File: src/rtl/pss_pkg.sv
// Shared definitions for the gamepad song selector.
// Assumes the standard eight-button pad whose first serial bit is button A.
package pss_pkg;

    // Bit position of each button in the captured byte (first bit read = MSB).
    localparam int BTN_A      = 7;
    localparam int BTN_B      = 6;
    localparam int BTN_SELECT = 5;
    localparam int BTN_START  = 4;
    localparam int BTN_UP     = 3;
    localparam int BTN_DOWN   = 2;
    localparam int BTN_LEFT   = 1;
    localparam int BTN_RIGHT  = 0;

    // Phases of one pad poll.
    typedef enum logic [2:0] {
        PS_IDLE,
        PS_LATCH,
        PS_GAP,
        PS_SHIFT,
        PS_DONE
    } poll_state_t;

endpackage

File: src/rtl/pss_poll_seq.sv
// Pad poll sequencer: on a start pulse it strobes the pad, waits, then
// clocks BTN_N bits out of it, MSB first. The captured byte is valid for
// one cycle, while the sequencer is in PS_DONE.
// Assumes STROBE_CYC >= 1, GAP_CYC >= 1, HALF_CYC >= 2, BTN_N >= 2.
// A start pulse that arrives while a poll is running is ignored.
module pss_poll_seq
    import pss_pkg::*;
#(
    parameter int BTN_N      = 8,
    parameter int STROBE_CYC = 2,
    parameter int GAP_CYC    = 2,
    parameter int HALF_CYC   = 2
) (
    input  logic             clk,
    input  logic             rst_n,
    input  logic             start_i,
    input  logic             pad_data_i,
    output logic             pad_latch_o,
    output logic             pad_clk_o,
    output logic             frame_vld_o,
    output logic [BTN_N-1:0] frame_o
);

    localparam int T1   = (STROBE_CYC > GAP_CYC) ? STROBE_CYC : GAP_CYC;
    localparam int TMAX = (T1 > 2 * HALF_CYC) ? T1 : 2 * HALF_CYC;
    localparam int TW   = $clog2(TMAX + 1);
    localparam int BW   = $clog2(BTN_N);

    localparam logic [TW-1:0] STB_LAST  = TW'(STROBE_CYC - 1);
    localparam logic [TW-1:0] GAP_LAST  = TW'(GAP_CYC - 1);
    localparam logic [TW-1:0] SAMPLE_AT = TW'(HALF_CYC - 1);
    localparam logic [TW-1:0] CLK_HIGH  = TW'(HALF_CYC);
    localparam logic [TW-1:0] SLOT_LAST = TW'(2 * HALF_CYC - 1);
    localparam logic [BW-1:0] BIT_LAST  = BW'(BTN_N - 1);

    poll_state_t      state_q;
    logic [TW-1:0]    tick_q;
    logic [BW-1:0]    bit_q;
    logic [BTN_N-1:0] shift_q;

    // Outputs decoded from registered state only.
    assign pad_latch_o = (state_q == PS_LATCH);
    assign pad_clk_o   = (state_q == PS_SHIFT) && (tick_q >= CLK_HIGH);
    assign frame_vld_o = (state_q == PS_DONE);
    assign frame_o     = shift_q;

    // Walk through latch, gap and serial read phases, shifting bits in MSB first.
    always_ff @(posedge clk) begin
        if (!rst_n) begin
            state_q <= PS_IDLE;
            tick_q  <= '0;
            bit_q   <= '0;
            shift_q <= '0;
        end else begin
            case (state_q)
                PS_IDLE: begin
                    tick_q <= '0;
                    if (start_i) state_q <= PS_LATCH;
                end
                PS_LATCH: begin
                    if (tick_q == STB_LAST) begin
                        tick_q  <= '0;
                        state_q <= PS_GAP;
                    end else begin
                        tick_q <= tick_q + 1'b1;
                    end
                end
                PS_GAP: begin
                    if (tick_q == GAP_LAST) begin
                        tick_q  <= '0;
                        bit_q   <= '0;
                        state_q <= PS_SHIFT;
                    end else begin
                        tick_q <= tick_q + 1'b1;
                    end
                end
                PS_SHIFT: begin
                    if (tick_q == SAMPLE_AT)
                        shift_q <= {shift_q[BTN_N-2:0], pad_data_i};
                    if (tick_q == SLOT_LAST) begin
                        tick_q <= '0;
                        if (bit_q == BIT_LAST) state_q <= PS_DONE;
                        else                   bit_q   <= bit_q + 1'b1;
                    end else begin
                        tick_q <= tick_q + 1'b1;
                    end
                end
                PS_DONE:  state_q <= PS_IDLE;
                default:  state_q <= PS_IDLE;
            endcase
        end
    end

    // Checker state: length of the latch pulse and number of read-clock edges.
    logic [TW:0] latch_run_q;
    logic [BW:0] clk_rises_q;
    logic        pad_clk_q;

    // Count cycles of the strobe and rising edges of the read clock in each poll.
    always_ff @(posedge clk) begin
        if (!rst_n) begin
            latch_run_q <= '0;
            clk_rises_q <= '0;
            pad_clk_q   <= 1'b0;
        end else begin
            pad_clk_q <= pad_clk_o;
            if (pad_latch_o)              latch_run_q <= latch_run_q + 1'b1;
            else if (state_q == PS_IDLE)  latch_run_q <= '0;
            if (pad_latch_o)                    clk_rises_q <= '0;
            else if (pad_clk_o && !pad_clk_q)   clk_rises_q <= clk_rises_q + 1'b1;
        end
    end

    a_r2_latch_length: assert property (@(posedge clk) disable iff (!rst_n)
        $fell(pad_latch_o) |-> (latch_run_q == (TW+1)'(STROBE_CYC)));

    a_r2_eight_clocks: assert property (@(posedge clk) disable iff (!rst_n)
        frame_vld_o |-> (clk_rises_q == (BW+1)'(BTN_N)));

    a_r2_no_clock_in_latch: assert property (@(posedge clk) disable iff (!rst_n)
        $rose(pad_latch_o) |-> (clk_rises_q != (BW+1)'(BTN_N)) || !pad_clk_o);

endmodule

File: src/rtl/pss_edge_det.sv
// Rising-edge filter over the per-poll button byte: a bit is fresh when it is
// set in this poll and clear in the previous one. The previous byte resets to
// zero. The result is registered and valid for one cycle.
module pss_edge_det #(
    parameter int BTN_N = 8
) (
    input  logic             clk,
    input  logic             rst_n,
    input  logic             sample_vld_i,
    input  logic [BTN_N-1:0] sample_i,
    output logic             fresh_vld_o,
    output logic [BTN_N-1:0] fresh_o
);

    logic [BTN_N-1:0] prev_q;

    // Keep the previous poll's byte and form the newly pressed bits.
    always_ff @(posedge clk) begin
        if (!rst_n) begin
            prev_q      <= '0;
            fresh_o     <= '0;
            fresh_vld_o <= 1'b0;
        end else begin
            fresh_vld_o <= sample_vld_i;
            if (sample_vld_i) begin
                fresh_o <= sample_i & ~prev_q;
                prev_q  <= sample_i;
            end
        end
    end

    // every fresh bit is now recorded as held, so the next poll cannot repeat it.
    a_r4_fresh_now_held: assert property (@(posedge clk) disable iff (!rst_n)
        fresh_vld_o |-> ((fresh_o & ~prev_q) == '0));

endmodule

File: src/rtl/pss_song_ctr.sv
// Saturating 1-based song counter driven by fresh button presses.
// Right steps up, Left steps down, and both together cancel. Right, Left or A
// raise a one-cycle restart request. Reset loads the clamped starting song.
// Assumes song_count stays fixed while out of reset; a count of 0 acts as 1.
module pss_song_ctr
    import pss_pkg::*;
#(
    parameter int BTN_N  = 8,
    parameter int SONG_W = 8
) (
    input  logic              clk,
    input  logic              rst_n,
    input  logic [SONG_W-1:0] start_song_i,
    input  logic [SONG_W-1:0] song_count_i,
    input  logic              cmd_vld_i,
    input  logic [BTN_N-1:0]  fresh_i,
    output logic [SONG_W-1:0] song_o,
    output logic              restart_o
);

    localparam logic [SONG_W-1:0] ONE = {{(SONG_W-1){1'b0}}, 1'b1};

    logic [SONG_W-1:0] cap;
    logic              go_up;
    logic              go_dn;
    logic              do_restart;

    // Upper limit and decoded commands for this poll.
    always_comb begin
        cap        = (song_count_i == '0) ? ONE : song_count_i;
        go_up      = fresh_i[BTN_RIGHT] && !fresh_i[BTN_LEFT];
        go_dn      = fresh_i[BTN_LEFT]  && !fresh_i[BTN_RIGHT];
        do_restart = fresh_i[BTN_RIGHT] || fresh_i[BTN_LEFT] || fresh_i[BTN_A];
    end

    // Load the clamped start song in reset, then step with saturation.
    always_ff @(posedge clk) begin
        if (!rst_n) begin
            restart_o <= 1'b0;
            if (start_song_i == '0)     song_o <= ONE;
            else if (start_song_i > cap) song_o <= cap;
            else                         song_o <= start_song_i;
        end else begin
            restart_o <= cmd_vld_i && do_restart;
            if (cmd_vld_i) begin
                if (go_up && song_o < cap)      song_o <= song_o + ONE;
                else if (go_dn && song_o > ONE) song_o <= song_o - ONE;
            end
        end
    end

    a_r9_in_range: assert property (@(posedge clk) disable iff (!rst_n)
        (song_o >= ONE) && (song_o <= cap));

    a_r7_change_with_restart: assert property (@(posedge clk) disable iff (!rst_n)
        (song_o != $past(song_o)) |-> restart_o);

    a_r5_unit_step: assert property (@(posedge clk) disable iff (!rst_n)
        (song_o != $past(song_o)) |->
            ((song_o - $past(song_o)) == ONE) || (($past(song_o) - song_o) == ONE));

endmodule

File: src/rtl/pad_song_select.sv
// Top of the gamepad song selector. On each vsync pulse it requests an NMI
// when vector override is active and starts one pad poll. The polled byte is
// edge-filtered, and the fresh presses drive the saturating song counter.
// Assumes vsync_pulse is a single-cycle pulse, synchronous to clk.
module pad_song_select
    import pss_pkg::*;
#(
    parameter int BTN_N      = 8,
    parameter int SONG_W     = 8,
    parameter int STROBE_CYC = 2,
    parameter int GAP_CYC    = 2,
    parameter int HALF_CYC   = 2
) (
    input  logic              clk,
    input  logic              rst_n,
    input  logic              vsync_pulse,
    input  logic              vec_override,
    input  logic [SONG_W-1:0] start_song,
    input  logic [SONG_W-1:0] song_count,
    input  logic              pad_data,
    output logic              pad_latch,
    output logic              pad_clk,
    output logic              nmi_req,
    output logic [SONG_W-1:0] song_num,
    output logic              restart_req
);

    logic             frame_vld;
    logic [BTN_N-1:0] frame;
    logic             fresh_vld;
    logic [BTN_N-1:0] fresh;

    // Interrupt request for the frame, gated by vector override.
    always_ff @(posedge clk) begin
        if (!rst_n) nmi_req <= 1'b0;
        else        nmi_req <= vsync_pulse && vec_override;
    end

    pss_poll_seq #(
        .BTN_N     (BTN_N),
        .STROBE_CYC(STROBE_CYC),
        .GAP_CYC   (GAP_CYC),
        .HALF_CYC  (HALF_CYC)
    ) u_poll (
        .clk        (clk),
        .rst_n      (rst_n),
        .start_i    (vsync_pulse),
        .pad_data_i (pad_data),
        .pad_latch_o(pad_latch),
        .pad_clk_o  (pad_clk),
        .frame_vld_o(frame_vld),
        .frame_o    (frame)
    );

    pss_edge_det #(
        .BTN_N(BTN_N)
    ) u_edge (
        .clk         (clk),
        .rst_n       (rst_n),
        .sample_vld_i(frame_vld),
        .sample_i    (frame),
        .fresh_vld_o (fresh_vld),
        .fresh_o     (fresh)
    );

    pss_song_ctr #(
        .BTN_N (BTN_N),
        .SONG_W(SONG_W)
    ) u_song (
        .clk         (clk),
        .rst_n       (rst_n),
        .start_song_i(start_song),
        .song_count_i(song_count),
        .cmd_vld_i   (fresh_vld),
        .fresh_i     (fresh),
        .song_o      (song_num),
        .restart_o   (restart_req)
    );

    a_r1_nmi_has_cause: assert property (@(posedge clk) disable iff (!rst_n)
        nmi_req |-> $past(vsync_pulse && vec_override));

    a_r1_nmi_follows: assert property (@(posedge clk) disable iff (!rst_n)
        (vsync_pulse && vec_override) |=> nmi_req);

    a_r7_restart_single: assert property (@(posedge clk) disable iff (!rst_n)
        restart_req |=> !restart_req);

endmodule

File: config.mk
export PLATFORM = sky130hd
export DESIGN_NAME = pad_song_select
export DESIGN_NICKNAME = d
export VERILOG_FILES = /design/src/rtl/pss_pkg.sv /design/src/rtl/pss_poll_seq.sv /design/src/rtl/pss_edge_det.sv /design/src/rtl/pss_song_ctr.sv /design/src/rtl/pad_song_select.sv
export SDC_FILE = /design/constraint.sdc
export NUM_CORES = 1
export LEC_CHECK = 0
export BUFFER_PORTS_ARGS = -buffer_cell sky130_fd_sc_hd__buf_2
export CAP_MARGIN = 25
export CORE_MARGIN = 2
export CORE_UTILIZATION = 57
export CTS_CLUSTER_DIAMETER = 60
export DETAILED_ROUTE_END_ITERATION = 16
export GPL_ROUTABILITY_DRIVEN = 0
export PLACE_DENSITY_LB_ADDON = 0.25
export SLEW_MARGIN = 15
export SYNTH_ARGS = -nofsm -noshare
export SYNTH_HDL_FRONTEND = slang
export SYNTH_SLANG_ARGS = --single-unit
File: constraint.sdc
create_clock -name clk -period 3 [get_ports clk]
set_input_delay 0.6 -clock clk [delete_from_list [all_inputs] [get_ports clk]]
set_output_delay 0.6 -clock clk [all_outputs]
set_load 0.1 [all_outputs]
==> results of run 1 <==
## worst max-delay path: cells and delay by family
kind	cells	cell delay, ps
muxes	1	250
adders and majority gates	1	270
buffers and inverters	3	460
AOI/OAI and AO/OA	4	860
xor gates and xnor gates	1	150
## cell families after synthesis
group                      Yosys count
and+or+nand+nor                     84
xor gates and xnor gates             5
buffers and inverters               30
DFF                                 34
adders and majority gates           24
muxes                               25
AOI/OAI and AO/OA                   48
## cells in the mapped netlist (2+ instances only)
master,n,area [µm²]
a211oi_1,5,37.5
a21oi_1,14,70.1
a31oi_1,3,18.8
and3_1,2,12.5
clkbuf_1,6,22.5
dfxtp_1,26,521
edfxtp_1,8,240
ha_1,24,300
inv_1,20,75.1
mux2i_1,24,240
nand2_1,20,75.1
nand3_1,3,15.0
nand3b_1,4,30.0
nand4_1,5,31.3
nor2_1,23,86.3
nor2b_1,3,18.8
nor3_1,5,25.0
nor3b_1,3,22.5
nor4_1,4,25.0
o211ai_1,2,15.0
o21ai_0,6,30.0
o22ai_1,5,31.3
o22ai_2,2,25.0
or3_1,3,18.8
or4_1,3,22.5
xnor2_1,3,26.3
xor2_1,2,17.5
## path summary, 6_finish.rpt
kind	endpoint	slack [ps]	depth (start not counted)
hold / removal	u_song.restart_o	450	1
setup / recovery	u_song.song_o[4]	460	10
hold reg to reg	u_song.restart_o	450	1
setup reg to reg	u_song.song_o[4]	530	8
## layer usage
metal,global-route usage,vias up,wire length (µm)
li1,-,988,-
met1,0.327,901,2340
met2,0.354,60,2040
met3,0.0608,8,308
met4,0.0791,0,65
met5,0,-,0
## state kept, by name, summed over array words and instances (netlist names), 3 cells and up
signal / cells
u_edge.fresh_o: 3
u_poll.frame_o: 8
u_edge.prev_q: 3
u_song.song_o: 8
u_poll.bit_q: 3
u_poll.tick_q: 3
u_poll.state_q: 3
## final cells by class
type / count / area (µm²)
clock inverters: 3 / 43.8
multi-input cells: 186 / 1370
fillers: 302 / 1120
clock buffers: 5 / 68.8
inverters: 21 / 78.8
flip-flops and latches: 34 / 761
repair buffers: 40 / 220
well taps: 48 / 60.1
## layout by cell type, fill, tap and decap left out, types with 2 or more instances in the layout
cell	count
clkbuf_8	5
nor4_1	4
ha_1	24
o22ai_2	2
a211oi_1	5
nor3b_1	2
xnor2_1	3
mux2i_1	24
nand3b_1	4
dfxtp_1	26
o21ai_0	6
nand2_1	20
nand4_1	5
inv_1	20
nand3_1	3
nor2b_1	3
nor2_1	23
buf_4	8
edfxtp_1	8
a31oi_1	3
o22ai_1	5
buf_2	32
nor3_1	5
and3_1	2
xor2_1	2
or3_1	3
a21oi_1	14
o211ai_1	2
or4_1	3
## power by group through the flow
| stage | Combinational [mW] | Sequential (mW) | Clock (mW) |
|---|---|---|---|
| after floorplan | 0.144 | 0.600 | 0 |
| after global placement | 0.298 | 0.521 | 0 |
| after detailed placement | 0.304 | 0.521 | 0 |
| after CTS | 0.306 | 0.511 | 0.429 |
| after global routing | 0.335 | 0.514 | 0.449 |
| final | 0.306 | 0.511 | 0.421 |
==> results.py, run 1 <==
metrics = {
    "status": {
        "run_status": "finished, final reports clean",
    },
    "timing": {
        "tightest_slew_ps": 546,
        "finClkSkew_ps": 4.02,
        "unrepaired_setup_endpoints_after_global_routing": "no",
        "finalCriticalPeriod_ps": 2540,
        "fin_tns_setup_ps": 0,
        "hold_violations": 0,
        "report.final.setup_viol": 0,
        "timing.fmax_ghz": 0.394,
        "slew_viol_final": 0,
        "final_critical_path_setup_slack_ps": 461,
        "finalHoldWorstSlack_ps": 450,
        "max_slew_margin": 0.633,
        "period_utilization": 0.846,
    },
    "global_route": {
        "number_of_global_route_vias_before_repair": 1792,
        "first_pass_grt_wire_length_mm": 8.02,
        "initial_antenna_violation_count": 0,
        "grt_start_max_net_pins": 29,
        "overflow": 0,
        "grt_use_total": 0.236,
    },
    "detailed_routing": {
        "final_antenna_net_count": 0,
        "drt_drc_violations_left": 0,
        "dr_total_vias": 1957,
        "wl_per_cell_um": 14.1,
        "finalWirelength_mm": 4.76,
        "drtIter0Drc": 161,
        "detailedRoute.firstPassIterationCount": 5,
        "via_count_normalized_by_instance_count": 5.81,
    },
    "power": {
        "power.total_mw": 1.24,
        "internal-power_mw": 0.835,
        "vdd.ir_drop.worst_v": 0.000359,
        "combPwrFrac": 0.247,
        "pwr-share-seq": 0.413,
        "power.net_switching_mw": 0.404,
        "clock_power_share": 0.340,
        "power_density_mw_per_mm2": 476,
        "leakage_nw": 1.09,
        "p_sw_frac": 0.326,
    },
    "yosys": {
        "synth.net_count": 295,
        "asyncSetResetFlopFracSynth": 0,
        "largest_family_of_logic_cells_by_synthesized_area": "simple AND/OR/NAND/NOR gates",
        "synth.ff_latch_count": 34,
        "synth-compound-area-share": 0.151,
        "syn_area_per_cell_um2": 8.98,
        "synthXorXnorAreaFrac": 0.0195,
        "synth_fa_ha_area_frac": 0.134,
        "ys_types": 49,
        "synth_top_flop_cell": "dfxtp_1",
        "post_synthesis_cell_area_mm2": 0.00224,
        "yosys_warnings": 0,
        "share_of_synthesized_area_spent_on_multiplexers": 0.112,
        "synthesis.instances": 250,
        "seq_area_frac_synth": 0.339,
        "edff_count_synth": 8,
        "synth_simple_gate_area_share": 0.191,
    },
    "floorplanning": {
        "floorplan.die.width_um": 66.8,
        "die_height_um": 66.8,
        "die_area_mm2": 0.00446,
        "placeableCoreArea_mm2": 0.00372,
        "num_io_pins": 33,
        "starting_density_of_the_core": 0.604,
        "rows": 22,
    },
    "critical_path": {
        "worst_setup_path_start_kind": "input pin",
        "rr_startpoint": "u_song.song_o[6]",
        "critPathCaptureType": "register",
        "cp_data_required_time_ps": 3030,
        "crit_start": "song_count[5]",
        "timing.setup.critical_path_class": "input pin to register",
        "stage_delay_of_the_slowest_cell_on_the_critical_path_ps": 310,
        "worst-path-max-fanout": 7,
        "worst_path_max_delay_cell": "o22ai_2",
        "arrival_time_at_the_worst_endpoint_ps": 2570,
        "worstPathCellList": "buf_2, inv_1, ha_1, a211oi_1, o21ai_0, o22ai_2, buf_4, mux2i_1, xnor2_1, o22ai_1",
    },
    "cells_and_area": {
        "finish.cell_count_without_fillers": 337,
        "antenna_cells": 0,
        "synthToLayoutAreaGrowth_pct": 15.8,
        "post_layout_inst_area_mm2": 0.00260,
        "final_nets": 333,
        "share_of_layout_cells_above_drive_strength_1": 0.208,
        "final_core_utilization": 0.700,
    },
    "min_path": {
        "timing.hold.worst.class": "register to register",
        "min-delay-start": "u_edge.fresh_vld_o",
    },
    "placement": {
        "dp_cells": 329,
        "number_of_buffers_added_on_ports": 32,
        "placedInstanceArea_mm2": 0.00249,
        "minimum_setup_slack_after_placement_ps": 141,
        "place.detailed.hpwl_mm": 3.67,
    },
    "clock_tree": {
        "cts_max_path_buffers": 2,
        "cts-buffers-inserted": 5,
        "postCtsHoldBufs": 0,
        "number_of_cells_upsized_or_downsized_after_cts": 0,
        "tritoncts_num_sinks": 34,
        "post-cts-setup-buffer-count": 0,
        "clk_latency_ps": 280,
        "cts_tree": "yes",
        "cts-root-buf": "clkbuf_8",
        "cts-htree-levels": 2,
        "clkSlewWorstSetupHoldPaths_ps": 70,
    },
    "run": {
        "maxCapViolCount": 0,
    },
}
(Power assumes the default switching activity.)
==> inputs of run 2 (changes only) <==
--- a/config.mk
+++ b/config.mk
@@ -8,7 +8,7 @@
 export BUFFER_PORTS_ARGS = -buffer_cell sky130_fd_sc_hd__buf_2
 export CAP_MARGIN = 25
 export CORE_MARGIN = 2
-export CORE_UTILIZATION = 57
+export CORE_UTILIZATION = 51
 export CTS_CLUSTER_DIAMETER = 60
 export DETAILED_ROUTE_END_ITERATION = 16
 export GPL_ROUTABILITY_DRIVEN = 0
==> constraint.sdc (replaced) <==
create_clock -name clk -period 2.2 [get_ports clk]
set_input_delay 0.44 -clock clk [delete_from_list [all_inputs] [get_ports clk]]
set_output_delay 0.44 -clock clk [all_outputs]
set_load 0.1 [all_outputs]
==> run 2 against run 1 <==
The flow now finishes with violations (setup timing). Non-clock buffer count is 31 higher. Hold slack got worse by 67 ps. Design area grew 17%. Largest power group unchanged.
==> results.py, run 2 (same netlist as run 1, synthesis figures left out) <==
metrics = {
    "status": {
        "run_status": "finished, violations left",
        "violations": "setup timing",
    },
    "cells_and_area": {
        "final_core_utilization": 0.711,
        "finish.cell_count_without_fillers": 373,
        "number_of_filler_cells_placed_in_the_layout": 328,
        "area_used_by_sequential_logic_in_the_layout_um2": 761,
        "multi_input_comb_area_mm2": 0.00158,
        "share_of_layout_cells_above_drive_strength_1": 0.374,
        "post_layout_inst_area_mm2": 0.00305,
        "final_nets": 365,
        "antenna_cells": 0,
        "final_common_cell": "buf_4",
        "synthToLayoutAreaGrowth_pct": 36.0,
        "mostFrequentLayoutCells": "38 x buf_4, 30 x buf_2, 26 x dfxtp_1",
    },
    "power": {
        "vdd.ir_drop.worst_v": 0.000388,
        "power_density_mw_per_mm2": 570,
        "leakage_nw": 1.26,
    },
    "clock_tree": {
        "postCtsHoldBufs": 0,
        "cts-buffers-inserted": 5,
        "cts_tree": "yes",
        "clkSlewWorstSetupHoldPaths_ps": 70,
        "clk_latency_ps": 290,
        "cts-htree-levels": 2,
        "cts_max_path_buffers": 2,
        "tritoncts_num_sinks": 34,
        "cts-root-buf": "clkbuf_8",
    },
    "timing": {
        "slew_viol_final": 0,
        "hold_violations": 0,
        "finClkSkew_ps": 7.75,
        "finalHoldWorstSlack_ps": 384,
        "report.final.setup_viol": 7,
        "tightest_slew_ps": 568,
        "unrepaired_setup_endpoints_after_global_routing": "yes",
        "max_slew_margin": 0.621,
        "timing.fmax_ghz": 0.424,
        "finalCriticalPeriod_ps": 2360,
        "final_critical_path_setup_slack_ps": -159,
        "period_utilization": 1.07,
    },
    "global_route": {
        "first_pass_grt_wire_length_mm": 9.16,
        "grt_use_total": 0.230,
        "number_of_global_route_vias_before_repair": 1984,
        "initial_antenna_violation_count": 0,
        "overflow": 0,
        "grt_start_max_net_pins": 27,
    },
    "floorplanning": {
        "floorplan.die.width_um": 70.3,
        "die_area_mm2": 0.00495,
        "starting_density_of_the_core": 0.523,
        "num_io_pins": 33,
        "placeableCoreArea_mm2": 0.00429,
        "rows": 24,
        "die_height_um": 70.3,
    },
    "critical_path": {
        "critPathCaptureType": "register",
        "worst_setup_path_start_kind": "register",
        "worst-path-max-fanout": 6,
        "cp_data_required_time_ps": 2240,
        "arrival_time_at_the_worst_endpoint_ps": 2400,
        "timing.setup.critical_path_class": "register to register",
    },
    "detailed_routing": {
        "final_antenna_net_count": 0,
        "via_count_normalized_by_instance_count": 5.80,
        "wl_per_cell_um": 15.8,
        "detailedRoute.firstPassIterationCount": 4,
        "finalWirelength_mm": 5.91,
        "drt_drc_violations_left": 0,
        "drtIter0Drc": 204,
        "dr_total_vias": 2162,
    },
    "run": {
        "maxCapViolCount": 0,
    },
    "placement": {
        "minimum_setup_slack_after_placement_ps": -435,
        "placedInstanceArea_mm2": 0.00275,
        "place.detailed.hpwl_mm": 4.12,
        "dp_cells": 360,
        "number_of_buffers_added_on_ports": 32,
    },
    "min_path": {
        "timing.hold.worst.class": "input pin to register",
    },
}
-- run 2: final cells by class --
cell class                 instances  area share
timing repair buffer              71       0.155
clock buffer                       6      0.0271
clock inverter                     2     0.00369
tap                               52      0.0213
multi-input combinational        187       0.518
sequential                        34       0.249
inverter                          21      0.0258
-- run 2: report_power, final --
part	internal, mW	leakage (nW)	switching [mW]	total [mW]
Clock	0.253	0.0515	0.249	0.502
Combinational	0.204	0.922	0.351	0.554
Sequential	0.665	0.289	0.0169	0.682
-- run 2: routing by layer --
metal	wire length, µm	share of wire	track usage
met1	2720	0.46	0.330
met2	2650	0.45	0.348
met3	429	0.073	0.0505
met4	116	0.020	0.0620
met5	0	0	0
-- run 2: path summary, 6_finish.rpt --
| path | startpoint | slack (ps) | to | cells past startpoint |
|---|---|---|---|---|
| min | pad_data | 380 | u_poll.frame_o[0] | 3 |
| max reg2reg | u_song.song_o[5] | -160 | u_song.song_o[5] | 8 |
| min reg2reg | u_edge.prev_q[0] | 450 | u_edge.prev_q[0] | 2 |
| max | u_song.song_o[5] | -160 | u_song.song_o[5] | 8 |
-- run 2: timing repair --
item | 4_1_cts | 5_1_grt
setup buffers | 0 | 4
setup endpoints to repair | 16 | 16
pin swaps | 7 | 6
cloned | 1 | 0
resized for setup | 10 | 25
-- run 2: worst max-delay path, stage by stage, from the launching register on --
cell,delay [ps]
edfxtp_1,440
ha_4,260
a211oi_4,240
o211ai_1,170
o22ai_4,250
buf_6,140
mux2i_1,200
mux2i_1,130
a311o_1,280
-- run 2: through the flow --
step / power [mW] / TNS [ps]
3_5_place_dp: 1.18 / -5480
3_3_place_gp: 1.17 / -4840
5_1_grt: 1.80 / -1810
2_1_floorplan: 1.03 / -6730
4_1_cts: 1.69 / -301
6_report: 1.74 / -532
==> inputs of run 3 (changes only) <==
--- a/config.mk
+++ b/config.mk
@@ -12,7 +12,7 @@
 export CTS_CLUSTER_DIAMETER = 60
 export DETAILED_ROUTE_END_ITERATION = 16
 export GPL_ROUTABILITY_DRIVEN = 0
-export PLACE_DENSITY_LB_ADDON = 0.25
+export PLACE_DENSITY_LB_ADDON = 0.08
 export SLEW_MARGIN = 15
 export SYNTH_ARGS = -nofsm -noshare
 export SYNTH_HDL_FRONTEND = slang
==> constraint.sdc (replaced) <==
create_clock -name clk -period 2.2 [get_ports clk]
set_input_delay 0.11 -clock clk [delete_from_list [all_inputs] [get_ports clk]]
set_output_delay 0.11 -clock clk [all_outputs]
set_load 0.1 [all_outputs]
==> run 3 against run 2 <==
The run still ends with setup timing left. Non-clock buffer count fell by 13. Core utilization down 4.4 points. Sequential power grew 0.9%. Critical path depth unchanged. Worst setup slack improved by 110 ps. Final cell count is 3.8% lower. Global-route usage shrank 0.086 points. Fmax increased by 4.7%. Combinational power shrank 11%. Register-to-register slack improved by 110 ps. Design area decreased by 6.2%. Die area did not move. Critical path type unchanged. Highest routed layer unchanged.
==> results.py, run 3 (same netlist as run 1, synthesis figures left out) <==
metrics = {
    "critical_path": {
        "critPathCaptureType": "register",
        "cp_data_required_time_ps": 2220,
        "top_delay_family_on_crit_path": "compound AO/OA/AOI/OAI gates",
        "worstSetupPathDepth": 8,
        "rr_startpoint": "u_song.song_o[5]",
        "worst_r2r_endpoint": "u_song.song_o[6]",
        "worst_path_max_delay_cell": "edfxtp_1",
        "worst-r2r-setup-slack_ps": -50,
        "timing.setup.critical_path_class": "register to register",
        "worst-path-max-fanout": 6,
        "r2r.worst_path.cells": 8,
        "worstPathCellList": "ha_4, a211oi_2, o211ai_1, o22ai_4, buf_12, mux2i_2, xnor2_1, o22ai_1",
        "cp.buffers_inverters": 1,
        "stage_delay_of_the_slowest_cell_on_the_critical_path_ps": 440,
        "worst_setup_path_start_kind": "register",
        "arrival_time_at_the_worst_endpoint_ps": 2270,
    },
    "power": {
        "leakage_nw": 1.19,
        "vdd.ir_drop.worst_v": 0.000533,
        "power.total_mw": 1.66,
        "power_density_mw_per_mm2": 580,
    },
    "run": {
        "maxCapViolCount": 0,
    },
    "global_route": {
        "number_of_global_route_vias_before_repair": 2010,
        "overflow": 0,
        "initial_antenna_violation_count": 0,
        "grt_start_max_net_pins": 24,
        "grt_use_total": 0.229,
        "first_pass_grt_wire_length_mm": 9.16,
    },
    "cells_and_area": {
        "antenna_cells": 0,
        "area_used_by_sequential_logic_in_the_layout_um2": 761,
        "number_of_filler_cells_placed_in_the_layout": 379,
        "final_common_cell": "buf_2",
        "share_of_layout_cells_above_drive_strength_1": 0.306,
        "synthToLayoutAreaGrowth_pct": 27.5,
        "multi_input_comb_area_mm2": 0.00149,
        "final_nets": 351,
        "finish.cell_count_without_fillers": 359,
        "mostFrequentLayoutCells": "32 x buf_2, 26 x dfxtp_1, 23 x nor2_1, 23 x buf_4, 22 x mux2i_1",
        "final_core_utilization": 0.666,
    },
    "timing": {
        "period_utilization": 1.02,
        "final_critical_path_setup_slack_ps": -52.8,
        "report.final.setup_viol": 6,
        "tightest_slew_ps": 498,
        "unrepaired_setup_endpoints_after_global_routing": "yes",
        "max_slew_margin": 0.668,
        "finalCriticalPeriod_ps": 2250,
        "timing.fmax_ghz": 0.444,
        "slew_viol_final": 0,
        "finClkSkew_ps": 8.20,
        "hold_violations": 0,
        "finalHoldWorstSlack_ps": 63.5,
    },
    "detailed_routing": {
        "finalWirelength_mm": 5.27,
        "drtIter0Drc": 159,
        "via_count_normalized_by_instance_count": 5.64,
        "wl_per_cell_um": 14.7,
        "detailedRoute.firstPassIterationCount": 4,
        "drt_drc_violations_left": 0,
        "final_antenna_net_count": 0,
        "dr_total_vias": 2026,
    },
    "clock_tree": {
        "cts_max_path_buffers": 2,
        "cts-buffers-inserted": 5,
        "clk_latency_ps": 280,
        "clkSlewWorstSetupHoldPaths_ps": 70,
        "cts-root-buf": "clkbuf_8",
        "cts-htree-levels": 2,
        "cts_tree": "yes",
        "tritoncts_num_sinks": 34,
        "postCtsHoldBufs": 0,
    },
    "floorplanning": {
        "starting_density_of_the_core": 0.523,
        "die_height_um": 70.3,
        "placeableCoreArea_mm2": 0.00429,
        "rows": 24,
        "floorplan.die.width_um": 70.3,
        "die_area_mm2": 0.00495,
        "num_io_pins": 33,
    },
    "placement": {
        "dp_cells": 349,
        "place.detailed.hpwl_mm": 3.93,
        "number_of_buffers_added_on_ports": 32,
    },
    "min_path": {
        "min-delay-start": "pad_data",
        "hold_path_depth": 3,
        "timing.hold.worst.class": "input pin to register",
        "endpoint_of_the_worst_hold_timing_path": "u_poll.frame_o[0]",
    },
    "status": {
        "run_status": "finished, violations left",
        "violations": "setup timing",
    },
}
-- run 3: cell type report --
type	instances	share of cell area
Clock inverter	2	0.00394
Tap cell	52	0.0227
Multi-Input combinational cell	186	0.520
Clock buffer	6	0.0289
Sequential cell	34	0.266
Inverter	21	0.0275
Timing Repair Buffer	58	0.131
-- run 3: worst min-delay path: stages --
cell     delay, ps
buf_2           70
mux2i_1         50
nor2_1          70
-- run 3: how the worst max path moves through the flow --
| stage | startpoint | slack (ps) | end |
|---|---|---|---|
| after global routing | u_song.song_o[5] | -150 | u_song.song_o[5] |
| after global placement | u_song.song_o[7] | -90 | u_song.song_o[5] |
| final | u_song.song_o[5] | -50 | u_song.song_o[6] |
| after detailed placement | u_song.song_o[7] | -140 | u_song.song_o[5] |
| after CTS | u_song.song_o[7] | 20 | u_song.song_o[2] |
| after floorplan | u_song.song_o[5] | -530 | u_song.song_o[2] |
-- run 3: metrics by stage --
| stage | cell area [µm²] | worst slack (ps) | setup TNS, ps |
|---|---|---|---|
| after global placement | 2640 | -88.1 | -485 |
| after global routing | 2860 | -146 | -682 |
| final | 2860 | -52.8 | -187 |
| after CTS | 2790 | 15.1 | 0 |
| after detailed placement | 2640 | -141 | -993 |
| after floorplan | 2280 | -533 | -6450 |
-- run 3: per-layer routing --
| layer | global-route usage | share of wire | vias to the layer above |
|---|---|---|---|
| met2 | 0.397 | 0.50 | 54 |
| met4 | 0.0726 | 0.017 | 0 |
| met3 | 0.0361 | 0.045 | 9 |
| met5 | 0 | 0 | - |
| li1 | - | - | 1026 |
| met1 | 0.290 | 0.44 | 937 |
-- run 3: power by group --
group,internal [mW],switching [mW],leakage [nW]
Clock,0.252,0.224,0.0515
Combinational,0.177,0.317,0.847
Sequential,0.665,0.0228,0.289
-- run 3: repair_timing --
item / 4_1_cts / 5_1_grt
resized for setup: 4 / 12
endpoints found under the setup margin: 15 / 15
setup buffers: 2 / 1
pin swaps: 4 / 6
